[src/rtl/rstpin_dbg_pkg.sv]
// Shared types and defaults for the debug-clock-qualified reset filter.
package rstpin_dbg_pkg;

    // Ownership of the shared pin.
    typedef enum logic {
        OWN_PIN = 1'b0,   // pin acts as active-low reset
        OWN_DBG = 1'b1    // pin carries debug data; reset suppressed
    } pin_owner_e;

    localparam int DEF_TMO_W       = 8;
    localparam int DEF_SYNC_STAGES = 2;

endpackage

[src/rtl/rstpin_sync.sv]
// Multi-stage level synchronizer for one asynchronous bit.
// Assumes: input is a slow level relative to clk; RST_VAL is the safe level.
module rstpin_sync #(
    parameter int   STAGES  = 2,
    parameter logic RST_VAL = 1'b0
) (
    input  logic clk,
    input  logic rst_n,
    input  logic d_i,
    output logic q_o
);
    logic [STAGES-1:0] chain_q;

    // Shift the raw bit through the flop chain.
    always_ff @(posedge clk) begin
        if (!rst_n) chain_q <= {STAGES{RST_VAL}};
        else        chain_q <= {chain_q[STAGES-2:0], d_i};
    end

    assign q_o = chain_q[STAGES-1];
endmodule

[src/rtl/rstpin_dbg_watch.sv]
// Tracks debug-clock activity and decides who owns the shared pin.
// Assumes: dbg_s_i is already synchronized to clk.
// Enters OWN_DBG on any high sample. Returns to OWN_PIN after tmo_i
// consecutive low samples (0 treated as 1).
module rstpin_dbg_watch
    import rstpin_dbg_pkg::*;
#(
    parameter int TMO_W = DEF_TMO_W
) (
    input  logic             clk,
    input  logic             rst_n,
    input  logic             dbg_s_i,
    input  logic [TMO_W-1:0] tmo_i,
    output pin_owner_e       owner_o
);
    localparam int CW = TMO_W + 1;

    pin_owner_e       owner_q;
    logic [TMO_W-1:0] low_cnt_q;
    logic [CW-1:0]    tmo_eff;
    logic [CW-1:0]    low_next;
    logic             expire;

    // Effective limit and next low-sample count.
    always_comb begin
        tmo_eff  = (tmo_i == '0) ? CW'(1) : {1'b0, tmo_i};
        low_next = {1'b0, low_cnt_q} + CW'(1);
        expire   = (owner_q == OWN_DBG) && !dbg_s_i && (low_next >= tmo_eff);
    end

    // Ownership state machine.
    always_ff @(posedge clk) begin
        if (!rst_n)                         owner_q <= OWN_PIN;
        else if (dbg_s_i)                   owner_q <= OWN_DBG;
        else if (expire)                    owner_q <= OWN_PIN;
    end

    // Consecutive-low counter; restarts on high level or outside debug mode.
    always_ff @(posedge clk) begin
        if (!rst_n)                                   low_cnt_q <= '0;
        else if (dbg_s_i || owner_q == OWN_PIN || expire) low_cnt_q <= '0;
        else                                          low_cnt_q <= low_next[TMO_W-1:0];
    end

    assign owner_o = owner_q;
endmodule

[src/rtl/rstpin_rst_gate.sv]
// Produces the registered internal reset from the synchronized pin.
// Assumes: inputs synchronous to clk. Reset is forced released while
// the debug link owns the pin or the synchronized debug clock is high.
module rstpin_rst_gate
    import rstpin_dbg_pkg::*;
(
    input  logic       clk,
    input  logic       rst_n,
    input  logic       pin_s_i,
    input  logic       dbg_s_i,
    input  pin_owner_e owner_i,
    output logic       sys_rst_n_o
);
    logic suppress;

    // Suppress when debug owns the pin or its clock is currently high.
    always_comb suppress = (owner_i == OWN_DBG) || dbg_s_i;

    // Register the filtered reset; asserted during power-on reset.
    always_ff @(posedge clk) begin
        if (!rst_n)        sys_rst_n_o <= 1'b0;
        else if (suppress) sys_rst_n_o <= 1'b1;
        else               sys_rst_n_o <= pin_s_i;
    end
endmodule

[src/rtl/rstpin_dbg_filter.sv]
// Top of the debug-clock-qualified reset filter.
// Assumes: both pins asynchronous to clk; timeout_i quasi-static.
module rstpin_dbg_filter
    import rstpin_dbg_pkg::*;
#(
    parameter int TMO_W       = DEF_TMO_W,
    parameter int SYNC_STAGES = DEF_SYNC_STAGES
) (
    input  logic             clk,
    input  logic             rst_n,
    input  logic             dbg_clk_i,
    input  logic             pin_i,
    input  logic [TMO_W-1:0] timeout_i,
    output logic             sys_rst_n_o,
    output logic             dbg_mode_o
);
    logic       dbg_s;
    logic       pin_s;
    pin_owner_e owner;

    rstpin_sync #(.STAGES(SYNC_STAGES), .RST_VAL(1'b0)) u_sync_dbg (
        .clk(clk), .rst_n(rst_n), .d_i(dbg_clk_i), .q_o(dbg_s)
    );

    rstpin_sync #(.STAGES(SYNC_STAGES), .RST_VAL(1'b0)) u_sync_pin (
        .clk(clk), .rst_n(rst_n), .d_i(pin_i), .q_o(pin_s)
    );

    rstpin_dbg_watch #(.TMO_W(TMO_W)) u_watch (
        .clk(clk), .rst_n(rst_n), .dbg_s_i(dbg_s),
        .tmo_i(timeout_i), .owner_o(owner)
    );

    rstpin_rst_gate u_gate (
        .clk(clk), .rst_n(rst_n), .pin_s_i(pin_s), .dbg_s_i(dbg_s),
        .owner_i(owner), .sys_rst_n_o(sys_rst_n_o)
    );

    // Expose ownership as a plain flag.
    always_comb dbg_mode_o = (owner == OWN_DBG);
endmodule

[config.mk]
export PLATFORM = sky130hd
export DESIGN_NAME = rstpin_dbg_filter
export DESIGN_NICKNAME = d
export VERILOG_FILES = /design/src/rtl/rstpin_dbg_pkg.sv /design/src/rtl/rstpin_sync.sv /design/src/rtl/rstpin_dbg_watch.sv /design/src/rtl/rstpin_rst_gate.sv /design/src/rtl/rstpin_dbg_filter.sv
export SDC_FILE = /design/constraint.sdc
export NUM_CORES = 1
export LEC_CHECK = 0
export BUFFER_PORTS_ARGS = -buffer_cell sky130_fd_sc_hd__buf_2
export CAP_MARGIN = 30
export CORE_UTILIZATION = 50
export CTS_BUF_LIST = sky130_fd_sc_hd__clkbuf_8
export DETAILED_ROUTE_END_ITERATION = 10
export PLACE_DENSITY = 0.82
export SETUP_SLACK_MARGIN = 0.4
export SLEW_MARGIN = 10
export SYNTH_ARGS = -nofsm -noshare
export SYNTH_HDL_FRONTEND = slang
export SYNTH_SLANG_ARGS = --single-unit
[constraint.sdc]
create_clock -name clk -period 2 [get_ports clk]
set_input_delay 0.3 -clock clk [delete_from_list [all_inputs] [get_ports clk]]
set_output_delay 0.3 -clock clk [all_outputs]
set_load 0.02 [all_outputs]
==> impl_results.md <==
* Outcome: completed
* Root Driver: clkbuf_8
* Worst Setup Start Kind: flop
* Layout cells sized above 1 at 62.1%
* Total wire length at 2.19 mm
* Slew @ Worst Pin at 245 ps
* Period utilization at 97.7%
* Die ar. at 1710 um^2
* Hold Buf Count CTS at 0
* Max cap viols at 0
* Hold Crit Class: primary input to flop
* GRT overflow at 0
* TritonCTS clock tree: yes
* Die extent in y at 41.3 um
* Global placement routability congestion at 0.679
* Router iterations before antenna repair at 4
* Setup Viol. Count Final at 0
* Worst-Skew Late Latency at 240 ps
* Max-slew violation count at 0
* Endpoints failing hold at 0
* IO Count at 14
* CP max FO at 9
* # fillers at 59
* Number of global-route vias before repair at 602
* Initial Util at 56.5%
* Skew final at 5.03 ps
* Site row count at 13
* Clk slew on worst S/H paths at 60 ps
* Cell Pwr Density at 530 nW/um^2
* Synth warn at 0
* Seq. cell area at 295 um^2
* ANT nets after route at 0
* Max clock buf depth at 2
* Detailed placement HPWL at 1.13 mm
* Num CTS Buffers at 3
* Slew headroom at 83.6%
* TNS Setup at 0 ps
* Maximum vdd drop at 0.543 mV
* Synth Register Bits at 14
* Cell variety after synth at 25
* CP Class: flop to flop
* Via Count at 688
* Fmax at 512 MHz
* Min-delay src: pin_i
* Worst r2r src: u_watch.low_cnt_q[2]
* Core Region at 1370 um^2
* CP arrival at 2110 ps
* Post-Syn Instances at 75
* H-Tree Level Count at 1
* Crit path launch: u_watch.low_cnt_q[2]
* Pleak at 0.000527 uW
* RSZ-0062 raised after global routing: yes
* ANT cells at 0
* Port Buffers at 13
* Clock Sinks at 14
* WHS at 263 ps
* Gr usage total at 24.6%
* Synthesized Nets at 96
* DR vias/cell at 5.83
* Post-Syn Area at 772 um^2
* Crit end category: flop
* Critical Path RT at 2160 ps
* Avg Inst Size Synth at 10.3 um^2
* Synth-to-Final Area Change at 52.7%
* Area of the multi-input gates at 612 um^2
* Drt drc at 0
* Sequential area share after synthesis at 36.3%
* Initial DRC Count at 17
* Antenna violations before repair at 0
* DIE WIDTH at 41.3 um
* First-pass GRT wire length at 2.48 mm
* Pin count of the biggest net entering global routing at 10
* Per-cell routed wire length at 18.6 um
* Fin crit period at 1950 ps
* Final net count at 125
cell usage in the layout (no fill, tap or decap), types with 3 or more instances in the layout:
cell type	instances
xor2_2	4
dfxtp_1	8
clkbuf_8	4
dfxtp_4	3
nor3b_2	6
ha_1	7
buf_2	13
and2_1	4
buf_4	9
inv_1	9
dfxtp_2	3
worst max-delay path, cell delays in order (launching register included):
cell	delay, ps
dfxtp_2	370
and3_1	220
nand3_1	130
xnor2_2	160
ha_1	310
nand3_2	100
buf_4	120
o221ai_4	90
buf_12	160
nor3b_2	190
sequential cells by signal, indices dropped and copies added (netlist names):
register / flops
u_watch.owner_o: 1
u_gate.sys_rst_n_o: 1
u_watch.low_cnt_q: 8
u_sync_dbg.chain_q: 2
u_sync_pin.chain_q: 2
per-layer routing:
layer	up-vias	wire, um	track usage (%)
met2	32	1170	48.0
met4	0	72	16.1
met1	325	837	21.7
li1	323	-	-
met5	-	0	0
met3	8	107	5.85
per-stage QoR:
stage	setup slack [ps]	utilization [%]	power (uW)	instances	area, um^2
global placement	-99.3	70.3	349	110	961
detailed placement	-151	70.3	351	110	961
floorplan	134	-	325	75	828
finish	46.6	86.3	624	118	1180
global route	-10.4	86.3	649	118	1180
CTS	73.2	80.2	627	117	1100
logic make-up (layout without fill, tap and decap cells):
logic type                 Yosys count  after routing  synth area share [%]
and+or+nand+nor                     27             27                  26.9
DFF                                 14             14                  36.3
buffers and inverters               10             37                  5.83
xor gates and xnor gates             6              6                  6.81
adders and majority gates            9              9                  14.6
AOI/OAI and AO/OA                    9             10                  9.56
cells in the mapped netlist:
cell | n | share of area, %
and3_1 | 1 | 0.81
a22o_1 | 1 | 1.1
a211o_1 | 1 | 1.1
nor3_2 | 2 | 2.6
nor3b_2 | 6 | 9.7
and4bb_2 | 1 | 1.6
and2_1 | 4 | 3.2
nand4_1 | 1 | 0.81
a41o_1 | 1 | 1.3
nand2_1 | 2 | 0.97
nand3_1 | 4 | 2.6
o21ai_1 | 1 | 0.65
xor2_1 | 4 | 4.5
o211ai_1 | 1 | 0.97
nor4_1 | 1 | 0.81
a21oi_1 | 2 | 1.3
o221ai_2 | 1 | 1.9
nand2b_4 | 1 | 1.8
o31a_1 | 1 | 1.1
xnor2_1 | 2 | 2.3
inv_1 | 9 | 4.4
ha_1 | 9 | 15
nor2_1 | 4 | 1.9
dfxtp_1 | 14 | 36
buf_6 | 1 | 1.5
power by group:
part / switching [uW] / internal (uW)
logic: 35.5 / 32.6
registers: 4.81 / 282
clock network: 94.8 / 174
layout make-up:
class	count	share of cell area [%]
sequential	14	25.1
timing repair buffer	24	13.9
inverter	9	2.87
clock buffer	4	4.67
tap	15	1.59
multi-input combinational	52	51.9
what timing repair did:
item                       CTS  global route
setup endpoints to repair    9             9
pin swaps                   15             7
buffers inserted             2             1
cloned                       1             0
resized for setup           11            14
worst paths after layout:
path                                end  depth (start not counted)  slack, ps
setup / recovery   u_watch.low_cnt_q[3]                          9         50
hold / removal    u_sync_pin.chain_q[0]                          2        260
setup reg to reg   u_watch.low_cnt_q[3]                          9         50
hold reg to reg   u_sync_dbg.chain_q[1]                          1        430
No activity file was read; power rests on OpenSTA's default activity.
